$ cat src/rtl/tr_pkg.sv
package tr_pkg;
  typedef enum logic [2:0] {
    ST_IDLE,
    ST_RUNUP,
    ST_GAP1,
    ST_FAST,
    ST_GAP2,
    ST_SLOW,
    ST_HOLD
  } tr_state_t;
endpackage

$ cat src/rtl/tr_sample_time.sv
module tr_sample_time #(
  parameter int BASE_SAMPLES = 4,
  parameter int RES_W        = 2,
  parameter int CNT_W        = 8
) (
  input  logic [RES_W-1:0] res_sel,
  output logic [CNT_W-1:0] t_len
);
  // Each resolution step doubles the run-up window.
  always_comb t_len = CNT_W'(BASE_SAMPLES) << res_sel;
endmodule

$ cat src/rtl/tr_phase_fsm.sv
module tr_phase_fsm
  import tr_pkg::*;
#(
  parameter int CNT_W   = 8,
  parameter int TIMEOUT = 12
) (
  input  logic             clk,
  input  logic             rst_n,
  input  logic             start,
  input  logic [CNT_W-1:0] t_len,
  input  logic             pos_in,
  input  logic             high_det,
  input  logic             near_zero,
  input  logic             zero_cross,
  input  logic             res_ready,
  output tr_state_t        state,
  output logic             sign_pos,
  output logic             ovr,
  output logic             clr,
  output logic             inc_fast,
  output logic             inc_slow
);
  localparam logic [CNT_W-1:0] TMO_LAST = CNT_W'(TIMEOUT - 1);

  logic [CNT_W-1:0] cnt;

  always_comb begin
    clr      = (state == ST_IDLE) && start;
    inc_fast = (state == ST_FAST);
    inc_slow = (state == ST_SLOW);
  end

  always_ff @(posedge clk or negedge rst_n) begin
    if (!rst_n) begin
      state    <= ST_IDLE;
      cnt      <= '0;
      sign_pos <= 1'b0;
      ovr      <= 1'b0;
    end else begin
      unique case (state)
        ST_IDLE: if (start) begin
          state <= ST_RUNUP;
          cnt   <= '0;
          ovr   <= 1'b0;
        end
        ST_RUNUP: begin
          if (high_det) begin
            ovr   <= 1'b1;
            state <= ST_HOLD;
          end else if (cnt == t_len - CNT_W'(1)) begin
            sign_pos <= pos_in;
            state    <= ST_GAP1;
          end else begin
            cnt <= cnt + CNT_W'(1);
          end
        end
        ST_GAP1: begin
          state <= ST_FAST;
          cnt   <= '0;
        end
        ST_FAST: begin
          if (near_zero) begin
            state <= ST_GAP2;
          end else if (cnt == TMO_LAST) begin
            ovr   <= 1'b1;
            state <= ST_HOLD;
          end else begin
            cnt <= cnt + CNT_W'(1);
          end
        end
        ST_GAP2: begin
          state <= ST_SLOW;
          cnt   <= '0;
        end
        ST_SLOW: begin
          if (zero_cross) begin
            state <= ST_HOLD;
          end else if (cnt == TMO_LAST) begin
            ovr   <= 1'b1;
            state <= ST_HOLD;
          end else begin
            cnt <= cnt + CNT_W'(1);
          end
        end
        ST_HOLD: if (res_ready) state <= ST_IDLE;
        default: state <= ST_IDLE;
      endcase
    end
  end
endmodule

$ cat src/rtl/tr_accum.sv
module tr_accum #(
  parameter int TIMEOUT = 12,
  parameter int RATIO   = 8,
  parameter int MAG_W   = 12
) (
  input  logic             clk,
  input  logic             rst_n,
  input  logic             clr,
  input  logic             inc_fast,
  input  logic             inc_slow,
  input  logic             ovr,
  output logic [MAG_W-1:0] magnitude
);
  localparam int PH_W  = $clog2(TIMEOUT + 1);
  localparam int SUM_W = PH_W + $clog2(RATIO + 1) + 1;
  localparam int W     = (SUM_W > MAG_W ? SUM_W : MAG_W) + 1;
  localparam logic [W-1:0] MAG_MAX = W'({MAG_W{1'b1}});

  logic [PH_W-1:0] fast_n, slow_n;
  logic [W-1:0]    sum;

  always_ff @(posedge clk or negedge rst_n) begin
    if (!rst_n) begin
      fast_n <= '0;
      slow_n <= '0;
    end else if (clr) begin
      fast_n <= '0;
      slow_n <= '0;
    end else begin
      if (inc_fast) fast_n <= fast_n + PH_W'(1);
      if (inc_slow) slow_n <= slow_n + PH_W'(1);
    end
  end

  always_comb begin
    sum = W'(fast_n) * W'(RATIO) + W'(slow_n);
    if (ovr || sum > MAG_MAX) magnitude = '1;
    else                      magnitude = sum[MAG_W-1:0];
  end
endmodule

$ cat src/rtl/tworate_adc_seq.sv
module tworate_adc_seq
  import tr_pkg::*;
#(
  parameter int BASE_SAMPLES = 4,
  parameter int RES_W        = 2,
  parameter int RATIO        = 8,
  parameter int TIMEOUT      = 12,
  parameter int MAG_W        = 12
) (
  input  logic             clk,
  input  logic             rst_n,
  input  logic             start,
  input  logic [RES_W-1:0] res_sel,
  input  logic             pos_in,
  input  logic             high_det,
  input  logic             near_zero,
  input  logic             zero_cross,
  output logic             sw_input,
  output logic             sw_fast,
  output logic             sw_slow,
  output logic             ref_neg,
  output logic             res_valid,
  input  logic             res_ready,
  output logic [MAG_W-1:0] magnitude,
  output logic             res_neg,
  output logic             overrange
);
  localparam int T_MAX = BASE_SAMPLES << ((1 << RES_W) - 1);
  localparam int C_MAX = (T_MAX > TIMEOUT) ? T_MAX : TIMEOUT;
  localparam int CNT_W = $clog2(C_MAX + 1) + 1;

  tr_state_t        state;
  logic [CNT_W-1:0] t_len;
  logic             sign_pos, ovr, clr, inc_fast, inc_slow;

  tr_sample_time #(.BASE_SAMPLES(BASE_SAMPLES), .RES_W(RES_W), .CNT_W(CNT_W)) u_time (
    .res_sel (res_sel),
    .t_len   (t_len)
  );

  tr_phase_fsm #(.CNT_W(CNT_W), .TIMEOUT(TIMEOUT)) u_fsm (
    .clk        (clk),
    .rst_n      (rst_n),
    .start      (start),
    .t_len      (t_len),
    .pos_in     (pos_in),
    .high_det   (high_det),
    .near_zero  (near_zero),
    .zero_cross (zero_cross),
    .res_ready  (res_ready),
    .state      (state),
    .sign_pos   (sign_pos),
    .ovr        (ovr),
    .clr        (clr),
    .inc_fast   (inc_fast),
    .inc_slow   (inc_slow)
  );

  tr_accum #(.TIMEOUT(TIMEOUT), .RATIO(RATIO), .MAG_W(MAG_W)) u_acc (
    .clk       (clk),
    .rst_n     (rst_n),
    .clr       (clr),
    .inc_fast  (inc_fast),
    .inc_slow  (inc_slow),
    .ovr       (ovr),
    .magnitude (magnitude)
  );

  // Switches decode straight from the state register; gap states open all.
  always_comb begin
    sw_input  = (state == ST_RUNUP);
    sw_fast   = (state == ST_FAST);
    sw_slow   = (state == ST_SLOW);
    ref_neg   = sign_pos;
    res_valid = (state == ST_HOLD);
    res_neg   = ~sign_pos;
    overrange = ovr;
  end
endmodule

$ cat config.mk
export PLATFORM = sky130hd
export DESIGN_NAME = tworate_adc_seq
export DESIGN_NICKNAME = d
export VERILOG_FILES = /design/src/rtl/tr_pkg.sv /design/src/rtl/tr_sample_time.sv /design/src/rtl/tr_phase_fsm.sv /design/src/rtl/tr_accum.sv /design/src/rtl/tworate_adc_seq.sv
export SDC_FILE = /design/constraint.sdc
export NUM_CORES = 1
export LEC_CHECK = 0
export BUFFER_PORTS_ARGS = -buffer_cell sky130_fd_sc_hd__buf_2
export CAP_MARGIN = 20
export CORE_ASPECT_RATIO = 1.4
export CORE_MARGIN = 2
export CORE_UTILIZATION = 58
export DETAILED_ROUTE_END_ITERATION = 10
export GPL_TIMING_DRIVEN = 0
export PLACE_DENSITY = 0.83
export SLEW_MARGIN = 40
export SYNTH_ARGS = -nofsm -noshare
export SYNTH_HDL_FRONTEND = slang
export SYNTH_SLANG_ARGS = --single-unit
$ cat constraint.sdc
create_clock -name clk -period 6.2 [get_ports clk]
set_clock_uncertainty 0.15 [all_clocks]
set_input_delay 1.24 -clock clk [delete_from_list [all_inputs] [get_ports clk]]
set_output_delay 1.24 -clock clk [all_outputs]
set_load 0.02 [all_outputs]
Yosys cells after proc, flatten, opt, wreduce, memory -nomap -nowiden
Cells that the tools add are included.
- reduce and logical (&&, ||, !) cells: 12
- multiplexer cells: 26
- bitwise gates (word level): 2
- equal/unequal tests: 16
- add/sub/neg operators: 5
- shift-type cells: 1
- magnitude comparators: 1
- operators by type and width (operator ; count):
    7-bit 2-to-1 mux ; 6
    7-bit one-hot mux with 5 select lines ; 1
    3-bit 2-to-1 mux ; 7
    3-bit one-hot mux with 7 select lines ; 1
    4-bit 2-to-1 mux ; 4
    13-bit by 12-bit greater-than comparator with 1-bit output, second input constant ; 1
    12-bit 2-to-1 mux ; 1
    2-bit != test, second input constant ; 6
    3-bit equality test, second input constant ; 3
    4-bit by 1-bit adder with 4-bit output, second input constant ; 2
    7-bit by 4-bit adder with 8-bit output ; 1
    7-bit by 1-bit adder with 7-bit output, second input constant ; 1
    7-bit by 4-bit equality test with 1-bit output, second input constant ; 1
    7-bit equality test ; 1
    3-bit by 2-bit << shifter with 7-bit output, first input constant ; 1
    7-bit by 1-bit subtractor with 7-bit output, second input constant ; 1
    3-bit by 2-bit equality test with 1-bit output, second input constant ; 2
    3-bit AND reduction ; 2
    6-bit AND reduction ; 1
    1-bit 2-to-1 mux ; 5
    5-bit AND reduction ; 1
    5-bit nonzero test ; 1
    1-bit one-hot mux with 4 select lines ; 1
    2-bit nonzero test ; 2
    other kinds (9) ; 10
- output and inout port bits: 19
- bits in registers: 20
- logic and storage cells: 69

Longest topological paths before layout
Gate-level depths: netlist of run 1.
- depth after elaboration: 6
- mapped depth: 8

Modules after synthesis
Synthesis of run 1 repeated with hierarchy kept, for this count alone.
- cells, all modules: 182
- area, all modules: 1599.0 sq um
- modules (own cells, without submodules) (module ; times used ; cells an instance ; area each (sq um)):
    tr_phase_fsm ; 1 ; 119 ; 987.2
    tr_accum ; 1 ; 50 ; 515.5
    tr_sample_time ; 1 ; 8 ; 52.6
    tworate_adc_seq ; 1 ; 5 ; 43.8

Worst setup path before layout of run 1
Ideal clock, no wire load.
- path kind: input-to-reg
- from: input res_sel[1]
- to: register u_fsm.cnt[0]
- required time: 5.925 ns
- data arrival time: 2.967 ns
- buffers on the path: 1
- slack: 2.958 ns
- stages on the path: 8
- path through: or2_2 -> ha_1 -> xnor2_1 -> nor3b_1 -> nand3_4 -> o21a_1 -> buf_6 -> mux2_4
- longest elaborated chain between the ends: 5
- RTL lines (what ; line ; text):
    start, declared ; tworate_adc_seq.sv:13 ; input logic [RES_W-1:0] res_sel,
    3-bit by 2-bit << shifter with 7-bit output ; tr_sample_time.sv:10 ; always_comb t_len = CNT_W'(BASE_SAMPLES) << res_sel;
    7-bit by 1-bit subtractor with 7-bit output ; tr_phase_fsm.sv:50 ; end else if (cnt == t_len - CNT_W'(1)) begin
    7-bit equality test ; tr_phase_fsm.sv:50 ;
    2-bit != test (no line) ; n/a ;
    6-bit AND reduction (no line) ; n/a ;
    end signal, assigned ; tr_phase_fsm.sv:54 ; cnt <= cnt + CNT_W'(1);
    end signal, assigned ; tr_phase_fsm.sv:68 ; cnt <= cnt + CNT_W'(1);
    end signal, assigned ; tr_phase_fsm.sv:82 ; cnt <= cnt + CNT_W'(1);
    end, declared ; tr_phase_fsm.sv:25 ; logic [CNT_W-1:0] cnt;
Every way passes these cells.
A chain may end at the register's enable or synchronous reset.

Worst setup path in the final report of run 1
- from: register u_fsm.state[1]
- to: output sw_input
- longest elaborated chain between the ends: 1
- RTL lines (what ; line ; text):
    start, declared ; tr_phase_fsm.sv:16 ; output tr_state_t state,
    start signal, assigned ; tr_phase_fsm.sv:35 ; state <= ST_IDLE;
    start signal, assigned ; tr_phase_fsm.sv:42 ; state <= ST_RUNUP;
    start signal, assigned ; tr_phase_fsm.sv:49 ; state <= ST_HOLD;
    3-bit by 1-bit equality test with 1-bit output ; tworate_adc_seq.sv:71 ; sw_input = (state == ST_RUNUP);
    end, declared ; tworate_adc_seq.sv:18 ; output logic sw_input,
Every way passes these cells.

==> results of run 1 <==
[where the power goes]
| part | internal [µW] | total (µW) | leakage [µW] | switching, µW |
|---|---|---|---|---|
| registers | 171 | 220 | 0.000263 | 48.7 |
| logic | 243 | 558 | 0.000543 | 315 |
| clock network | 65.4 | 107 | 0.0000279 | 42.1 |
| total | 480 | 886 | 0.000834 | 406 |
[state kept, by name, summed over array words and instances (netlist names)]
| signal | flops |
|---|---|
| u_acc.slow_n | 4 |
| u_fsm.sign_pos | 1 |
| u_acc.fast_n | 4 |
| u_fsm.ovr | 1 |
| u_fsm.cnt | 7 |
| u_fsm.state | 3 |
[path summary, 6_finish.rpt]
kind                                                to  depth (start not counted)
setup / recovery                              sw_input                          5
max in group asynchronous     u_fsm.cnt[2]$_DFFE_PN0P_                          1
min in group asynchronous  u_acc.slow_n[2]$_DFFE_PN0P_                          1
hold / removal                u_fsm.cnt[1]$_DFFE_PN0P_                          1
setup reg to reg              u_fsm.cnt[1]$_DFFE_PN0P_                          7
hold reg to reg               u_fsm.cnt[1]$_DFFE_PN0P_                          1
[worst max-delay path, cell delays in order (launching register included)]
cell and delay [ns]:
dfrtp_1 0.39, clkbuf_1 0.31, and2b_2 0.28, nand2b_1 0.20
inv_1 0.12, buf_2 0.17
[cells in the mapped netlist, drive strengths merged]
| cell | n | area (µm²) |
|---|---|---|
| a22o | 4 | 38.8 |
| o211ai | 1 | 12.5 |
| inv | 6 | 22.5 |
| nand3 | 4 | 32.5 |
| ha | 6 | 75.1 |
| a311o | 1 | 11.3 |
| nand4bb | 1 | 11.3 |
| or3 | 1 | 6.26 |
| o21ai | 8 | 40.0 |
| mux2 | 3 | 41.3 |
| xor2 | 1 | 8.76 |
| xnor2 | 5 | 43.8 |
| nor3b | 5 | 37.5 |
| o31ai | 1 | 7.51 |
| and4 | 1 | 8.76 |
| a221oi | 1 | 8.76 |
| and2b | 1 | 8.76 |
| nor2b | 3 | 18.8 |
| or4 | 1 | 11.3 |
| nand2b | 2 | 12.5 |
| or3b | 1 | 8.76 |
| dfrtp | 20 | 500 |
| clkbuf | 4 | 25.0 |
| o311ai | 1 | 26.3 |
| and3 | 6 | 41.3 |
| nand4 | 2 | 12.5 |
| a21oi | 12 | 60.1 |
| a311oi | 2 | 17.5 |
| o21a | 1 | 7.51 |
| or2 | 6 | 37.5 |
| dlygate4sd1 | 1 | 8.76 |
| o41ai | 1 | 8.76 |
| nand4b | 2 | 17.5 |
| nor3 | 3 | 15.0 |
| nand2 | 11 | 41.3 |
| o221ai | 3 | 26.3 |
| o32ai | 2 | 17.5 |
| buf | 9 | 90.1 |
| nor2 | 11 | 41.3 |
| a32o | 2 | 20.0 |
| a211oi | 3 | 27.5 |
| o22ai | 1 | 6.26 |
[final cells by class]
type	count	area, µm²	share of cell area
multi-input cells	120	868	0.496
flip-flops and latches	20	500	0.286
repair buffers	28	140	0.0801
plain buffers	14	124	0.0708
well taps	34	42.5	0.0243
clock inverters	1	30.0	0.0172
clock buffers	3	22.5	0.0129
inverters	6	22.5	0.0129
[per-stage QoR]
step,utilization,worst slack (ns)
floorplan,-,2.96
finish,0.716,3.02
CTS,0.716,3.03
global route,0.716,2.91
global placement,0.695,2.71
detailed placement,0.695,2.71
[layer usage]
layer / vias to the layer above / wire, µm / global-route usage
met1: 668 / 1320 / 0.270
met3: 7 / 119 / 0.0195
li1: 656 / - / -
met4: 0 / 69 / 0.108
met2: 43 / 1830 / 0.443
met5: - / 0 / 0
[cells by family (layout without fill, tap and decap cells)]
kind of cell               Yosys count  after routing  synth area share
AOI/OAI and AO/OA                   44             44             0.222
xor gates and xnor gates             6              6            0.0347
adders and majority gates            6              6            0.0495
buffers and inverters               20             52            0.0966
DFF                                 20             20             0.330
muxes                                3              3            0.0273
and+or+nand+nor                     61             61             0.239
==> flow_summary.ini, run 1 <==
[worst_setup_path]
critPathRequiredTime_ns = 4.81
path_class = reg2out
worst_setup_path_end_kind = output port
cp-start-kind = register
reg2reg_slack_ns = 3.95
r2r_start = u_fsm.cnt[0]$_DFFE_PN0P_
cp.arrival_ns = 1.79
worst-path-max-fanout = 10
startpoint = u_fsm.state[1]$_DFFE_PN0P_

[clock_network]
cts.repair.resized = 0
clk_pin_slew_worst_paths_ns = 0.12
clock_tree_from_tritoncts = yes
worstSkewPairLatency_ns = 0.31
cts_hold_buffers = 0
cts_max_level = 1
cts_buffers = 3
cts_num_sinks = 20
cts-root-buf = clkbuf_4
ctsLongestPathBuffers = 2
number_of_buffers_added_for_setup_after_cts = 0

[cells_and_area]
final_cells = 226
most_common_cell_after_layout_fill_and_taps_aside = buf_2
layout_area_overhead_pct = 15.5
most-common-layout-cells = buf_2, dfrtp_1, a21oi_1
num_antenna_cells = 0
fillCellCount = 194
layout.cell_area.non_filler_um2 = 1750
drive_gt1_frac = 0.339
final_nets = 209

[global_route]
number_of_antenna_violations_at_the_first_check_in_global_routing = 0
grt_max_degree = 21
first_global_vias = 1302
track_usage = 0.244
grt_first_pass_wirelength_mm = 5.48
sum_of_overflow_across_all_layers_after_global_routing = 0

[pwr]
max-vdd-ir-drop_mv = 0.348
power_uw = 886
p_per_area_nw_per_um2 = 506
static-leakage-power_uw = 0.000834

[floorplanning]
io_pins = 29
std_cell_rows = 21
initial_core_util = 0.620
die_width_um = 47.2
die_h_um = 64.5
fp.dieArea_um2 = 3040
core_area_um2 = 2440

[route]
drtIter0Drc = 37
vias = 1374
route.detailed.drc = 0
drtPass1Iterations = 4
viasPerCell = 6.08
route.antenna.remaining_nets = 0
final_wl_mm = 3.34
average_detailed_routed_wire_length_per_instance_um = 14.8

[timing]
max_freq_ghz = 0.315
setup_total_negative_slack_ns = 0
final_layout_worst_hold_slack_ns = 0.404
finalCritPeriodShare = 0.513
relSlewSlack = 0.678
final-setup-viol-count = 0
grt_setup_unrepaired = false
worst-slew-pin-transition_ns = 0.483
hold_violations = 0
report.final.slew_viol_count = 0
layout_min_cycle_time_ns = 3.18

[placed_design]
place.detailed.instances = 222
dp_hpwl_mm = 2.47
place.port_buffers = 28
placedInstanceArea_um2 = 1700
place_congestion = 0.902

[synth]
ys_warn_count = 0
syn_area_per_cell_um2 = 9.47
synth.distinct_cells = 50
ys_seq_area_frac = 0.330
synth_fp_nets = 176
synth.cell_area_um2 = 1520
synth.ff_latch_count = 20
synthesis.instances = 160

[hold_path]
hold_path_class = reg2reg
beginning_of_the_worst_hold_path = u_fsm.cnt[1]$_DFFE_PN0P_

[outcome]
outcome = completed

[run]
maxCapViolCount = 0
(Power assumes the default switching activity.)
==> run 2, diff against run 1 <==
--- a/config.mk
+++ b/config.mk
@@ -5,14 +5,15 @@
 export SDC_FILE = /design/constraint.sdc
 export NUM_CORES = 1
 export LEC_CHECK = 0
+export ABC_AREA = 1
 export BUFFER_PORTS_ARGS = -buffer_cell sky130_fd_sc_hd__buf_2
 export CAP_MARGIN = 20
 export CORE_ASPECT_RATIO = 1.4
 export CORE_MARGIN = 2
-export CORE_UTILIZATION = 58
+export CORE_UTILIZATION = 50
 export DETAILED_ROUTE_END_ITERATION = 10
 export GPL_TIMING_DRIVEN = 0
-export PLACE_DENSITY = 0.83
+export PLACE_DENSITY = 0.76
 export SLEW_MARGIN = 40
 export SYNTH_ARGS = -nofsm -noshare
 export SYNTH_HDL_FRONTEND = slang
==> constraint.sdc (replaced) <==
create_clock -name clk -period 2.88 [get_ports clk]
set_clock_uncertainty 0.15 [all_clocks]
set_input_delay 0.576 -clock clk [delete_from_list [all_inputs] [get_ports clk]]
set_output_delay 0.576 -clock clk [all_outputs]
set_load 0.02 [all_outputs]
==> run 2 against run 1 <==
Setup slack worse by 2.5 ns. Worst hold slack got worse by 0.29 ns. Critical path type unchanged. Sequential power up 130%. Largest power group unchanged.
==> flow_summary.ini, run 2 <==
[cells_and_area]
final_cells = 288
most_common_cell_after_layout_fill_and_taps_aside = nand2_1
num_antenna_cells = 0
most-common-layout-cells = nand2_1, buf_2, inv_1
layout.cell_area.non_filler_um2 = 1760
layout_area_overhead_pct = 14.9
drive_gt1_frac = 0.243
layout_top_registers = u_fsm.cnt x7, u_acc.fast_n x4, u_acc.slow_n x4
final_core_utilization = 0.611
top_register = u_fsm.cnt
final_nets = 269
largest_register_ffs = 7

[placed_design]
placedInstanceArea_um2 = 1720
place_congestion = 0.830
dp_hpwl_mm = 2.61
place.detailed.instances = 285
place.port_buffers = 28

[timing]
finalCritPeriodShare = 0.811
relSlewSlack = 0.684
setup_total_negative_slack_ns = 0
report.final.slew_viol_count = 0
worst-slew-pin-transition_ns = 0.474
final_layout_worst_hold_slack_ns = 0.112
max_freq_ghz = 0.428
hold_violations = 0
grt_setup_unrepaired = false
final-setup-viol-count = 0
layout_min_cycle_time_ns = 2.34

[clock_network]
cts.repair.resized = 0
cts_max_level = 1
cts_buffers = 3
cts_num_sinks = 20
number_of_buffers_added_for_setup_after_cts = 0
worstSkewPairLatency_ns = 0.26
clock_tree_from_tritoncts = yes
ctsLongestPathBuffers = 2
cts-root-buf = clkbuf_8
clk_pin_slew_worst_paths_ns = 0.07
cts_hold_buffers = 0

[synth]
ys_async_sr_fraction = 1.00
synth_fp_nets = 236
ys_seq_area_frac = 0.327
netlist_top_cells_area = dfrtp_1, nand2_1, nand3_1, inv_1, ha_1
synthMostInstantiatedCell = nand2_1
synthDominantAreaCellType = dfrtp_1
synth_common_cells = nand2_1, inv_1, nand3_1
synthesis.instances = 220
yosys.area.top_type_share = 0.327
syn_area_per_cell_um2 = 6.96
synth_edf_count = 0
ys_warn_count = 0
synth.cell_area_um2 = 1530
synth.ff_latch_count = 20
synth.distinct_cells = 27
ys_dominant_reg_cell = dfrtp_1

[floorplanning]
io_pins = 29
die_width_um = 50.8
initial_core_util = 0.532
fp.dieArea_um2 = 3530
std_cell_rows = 23
core_area_um2 = 2880
die_h_um = 69.5

[worst_setup_path]
cp.arrival_ns = 1.61
worst-path-max-fanout = 4
worst-path-stages = 4
cp-start-kind = register
r2r_start = u_fsm.cnt[0]$_DFFE_PN0P_
critPathMostFrequentCell = ha_1
cp.buffers_inverters = 1
crit_path_max_delay_cell_type = dfrtp_1
worst_setup_path_end_kind = output port
reg2reg_slack_ns = 0.98
path_cells = ha_1, ha_1, or2_2, buf_2
cpPeakStageDelay_ns = 0.42
critPathRequiredTime_ns = 2.15
family_with_the_most_delay_on_the_worst_path = adder cells
worst_r2r_endpoint = u_fsm.cnt[6]$_DFFE_PN0P_
rr_worst_depth = 9
path_class = reg2out

[route]
route.detailed.drc = 0
route.antenna.remaining_nets = 0
drtPass1Iterations = 4
average_detailed_routed_wire_length_per_instance_um = 11.6
drtIter0Drc = 28
final_wl_mm = 3.33
vias = 1460
viasPerCell = 5.07

[global_route]
first_global_vias = 1332
grt_first_pass_wirelength_mm = 5.75
number_of_antenna_violations_at_the_first_check_in_global_routing = 0
track_usage = 0.209
grt_max_degree = 21
sum_of_overflow_across_all_layers_after_global_routing = 0

[pwr]
p_per_area_nw_per_um2 = 978
max-vdd-ir-drop_mv = 0.510
static-leakage-power_uw = 0.00102

[hold_path]
hold_path_class = in2async

[run]
maxCapViolCount = 0

[outcome]
outcome = completed
==> run 2: cell count changes in the layout (fill, tap and decap cells not counted), moves of 5 or more <==
cell / delta
a21oi_1: -5
xnor2_1: -5
inv_2: +5
inv_1: +21
nand3_1: +19
nand2_4: +6
nand2_1: +53
nor2_1: +9
==> run 2: power by group <==
group / total [µW] / switching, µW / internal, µW / leakage, µW
Sequential: 497 / 121 / 376 / 0.000257
Clock: 185 / 92.0 / 93.3 / 0.0000216
Combinational: 1040 / 670 / 367 / 0.000737
Total: 1720 / 883 / 836 / 0.00102
==> run 2: worst reg2reg max path, cell delays in order (launching register included) <==
cell	delay, ns
dfrtp_1	0.43
ha_1	0.28
inv_1	0.06
nor2_1	0.12
nand3_1	0.09
nor2_1	0.17
nand3_2	0.22
nand2_4	0.19
nand2_1	0.07
nand2_1	0.05
==> run 2: worst max path at each step <==
stage                                      startpoint                        to
after floorplan           u_acc.fast_n[0]$_DFFE_PN0P_              magnitude[5]
after global placement                     res_sel[1]  u_fsm.cnt[1]$_DFFE_PN0P_
after detailed placement                   res_sel[1]  u_fsm.cnt[6]$_DFFE_PN0P_
after CTS                 u_acc.fast_n[0]$_DFFE_PN0P_              magnitude[4]
after global routing      u_acc.fast_n[0]$_DFFE_PN0P_              magnitude[4]
final                     u_acc.fast_n[0]$_DFFE_PN0P_              magnitude[4]
==> run 2: area by class of cell <==
class	count	area, µm²
fillers	312	1120
well taps	37	46.3
multi-input cells	161	863
flip-flops and latches	20	500
repair buffers	28	140
inverters	33	126
plain buffers	6	40.0
clock buffers	3	41.3
==> run 2: through the flow <==
stage | worst slack, ns | power, µW
2_1_floorplan | 0.888 | 1270
3_3_place_gp | 0.637 | 1520
3_5_place_dp | 0.568 | 1540
4_1_cts | 0.536 | 1730
5_1_grt | 0.477 | 1890
6_report | 0.544 | 1720
==> run 2: cells by family (layout without fill, tap and decap cells) <==
kind of cell / Yosys count / in the layout / synth area share
simple gates: 134 / 134 / 0.442
buf+inv: 39 / 70 / 0.109
flops: 20 / 20 / 0.327
xor+xnor: 1 / 1 / 0.00572
fa+ha+maj: 6 / 6 / 0.0491
compound gates: 20 / 20 / 0.0679
==> run 2: routing by layer <==
layer	track usage	vias to the layer above	wire, µm
met5	0	-	0
met4	0.0601	0	50
met3	0.0345	6	148
met2	0.393	41	1790
met1	0.233	658	1340
li1	-	755	-
==> run 3, diff against run 2 <==
==> constraint.sdc (replaced) <==
create_clock -name clk -period 2 [get_ports clk]
set_clock_uncertainty 0.15 [all_clocks]
set_input_delay 0.4 -clock clk [delete_from_list [all_inputs] [get_ports clk]]
set_output_delay 0.4 -clock clk [all_outputs]
set_load 0.02 [all_outputs]
==> run 3 against run 2 <==
Sequential share of layout area fell by 1.3 points. Routed wire length rose by 5.7%. Setup slack got worse by 0.53 ns. Largest cell class unchanged. Largest power group unchanged.
==> flow_summary.ini, run 3 (synthesized netlist as in run 2, its figures left out) <==
[outcome]
outcome = completed

[timing]
report.final.slew_viol_count = 0
worst-slew-pin-transition_ns = 0.467
finalCritPeriodShare = 0.991
grt_setup_unrepaired = true
max_freq_ghz = 0.505
layout_min_cycle_time_ns = 1.98
hold_violations = 0
relSlewSlack = 0.688
final-setup-viol-count = 0

[cells_and_area]
most_common_cell_after_layout_fill_and_taps_aside = nand2_1
drive_gt1_frac = 0.272
num_antenna_cells = 0
final_cells = 291
top_register = u_fsm.cnt
layout_top_registers = u_fsm.cnt x7, u_acc.fast_n x4, u_acc.slow_n x4
largest_register_ffs = 7
most-common-layout-cells = nand2_1, inv_1, buf_2
layout_area_overhead_pct = 20.3
final_nets = 272

[pwr]
power_uw = 2590
p_clk_frac = 0.103
comb_power_share = 0.616
power.switching_fraction = 0.509
seq_power_share = 0.281
power.internal_uw = 1270
p_per_area_nw_per_um2 = 1410
static-leakage-power_uw = 0.00103
max-vdd-ir-drop_mv = 0.756
switchingPower_uw = 1320

[worst_setup_path]
worst-path-max-fanout = 2
path_class = reg2out
critPathRequiredTime_ns = 1.45
cp.arrival_ns = 1.43
worst_setup_path_end_kind = output port
cp-start-kind = register
rr_worst_depth = 9
reg2reg_slack_ns = 0.23

[floorplanning]
io_pins = 29
std_cell_rows = 23
core_area_um2 = 2880
fp.dieArea_um2 = 3530
initial_core_util = 0.532
die_h_um = 69.5
die_width_um = 50.8

[route]
route.antenna.remaining_nets = 0
average_detailed_routed_wire_length_per_instance_um = 12.1
final_wl_mm = 3.52
drtPass1Iterations = 6
drtIter0Drc = 25
viasPerCell = 5.15
route.detailed.drc = 0
vias = 1498

[hold_path]
hold_path_class = in2reg
min_path_cells = 3

[clock_network]
cts_max_level = 1
cts_buffers = 3
clk_pin_slew_worst_paths_ns = 0.07
ctsLongestPathBuffers = 2
clock_tree_from_tritoncts = yes
cts_num_sinks = 20
cts-root-buf = clkbuf_8
worstSkewPairLatency_ns = 0.26

[global_route]
grt_first_pass_wirelength_mm = 5.97
first_global_vias = 1385
grt_max_degree = 21
number_of_antenna_violations_at_the_first_check_in_global_routing = 0
sum_of_overflow_across_all_layers_after_global_routing = 0
track_usage = 0.218

[placed_design]
dp_hpwl_mm = 2.61
place_congestion = 0.830
place.detailed.instances = 285
place.port_buffers = 28

[run]
maxCapViolCount = 0
## run 3: per-layer routing
metal / track usage / wire length [µm]
met1: 0.233 / 1420
met2: 0.423 / 1950
met3: 0.0345 / 114
met4: 0.0601 / 38
met5: 0 / 0
## run 3: timing repair
item,CTS,global route
pin swaps,1,0
hold buffers,1,0
endpoints found under the hold margin,20,0
setup endpoints to repair,2,11
cloned,0,0
setup buffers,2,0
resized for setup,5,10
## run 3: per-stage QoR
stage / utilization / hold slack, ns / cell area, µm² / TNS [ns] / worst slack, ns
after floorplan: - / -0.0456 / 1530 / 0 / 0.184
after global placement: 0.597 / 0.230 / 1720 / -0.471 / -0.0665
after detailed placement: 0.597 / 0.233 / 1720 / -0.977 / -0.136
after CTS: 0.628 / 0.206 / 1810 / 0 / 0.0104
after global routing: 0.640 / 0.242 / 1840 / -0.0468 / -0.0260
final: 0.640 / 0.200 / 1840 / 0 / 0.0183
## run 3: critical path, cell delays in order (launching register included)
cell and delay (ns):
dfrtp_1 0.43, ha_4 0.19, ha_4 0.20, or2_4 0.22, buf_6 0.13
## run 3: power by group through the flow
stage	Combinational [µW]	Clock, µW	Sequential (µW)
after detailed placement	1500	0	722
after global routing	1780	300	751
after global placement	1480	0	716
after CTS	1570	274	713
final	1600	268	727
after floorplan	1140	0	693
## run 3: worst paths after layout
| kind | to | startpoint |
|---|---|---|
| max in group asynchronous | u_fsm.sign_pos$_DFFE_PN0P_ | rst_n |
| max reg2reg | u_fsm.cnt[6]$_DFFE_PN0P_ | u_fsm.cnt[0]$_DFFE_PN0P_ |
| min | u_fsm.sign_pos$_DFFE_PN0P_ | pos_in |
| max | magnitude[4] | u_acc.slow_n[3]$_DFFE_PN0P_ |
| min in group asynchronous | u_acc.slow_n[2]$_DFFE_PN0P_ | rst_n |
| min reg2reg | u_fsm.cnt[1]$_DFFE_PN0P_ | u_fsm.cnt[1]$_DFFE_PN0P_ |
## run 3: area by class of cell
| type | instances | area (µm²) |
|---|---|---|
| timing repair buffer | 31 | 176 |
| sequential | 20 | 500 |
| multi-input combinational | 161 | 910 |
| inverter | 33 | 126 |
| clock buffer | 3 | 41.3 |
| tap | 37 | 46.3 |
| fill | 292 | 1040 |
| buffer | 6 | 40.0 |
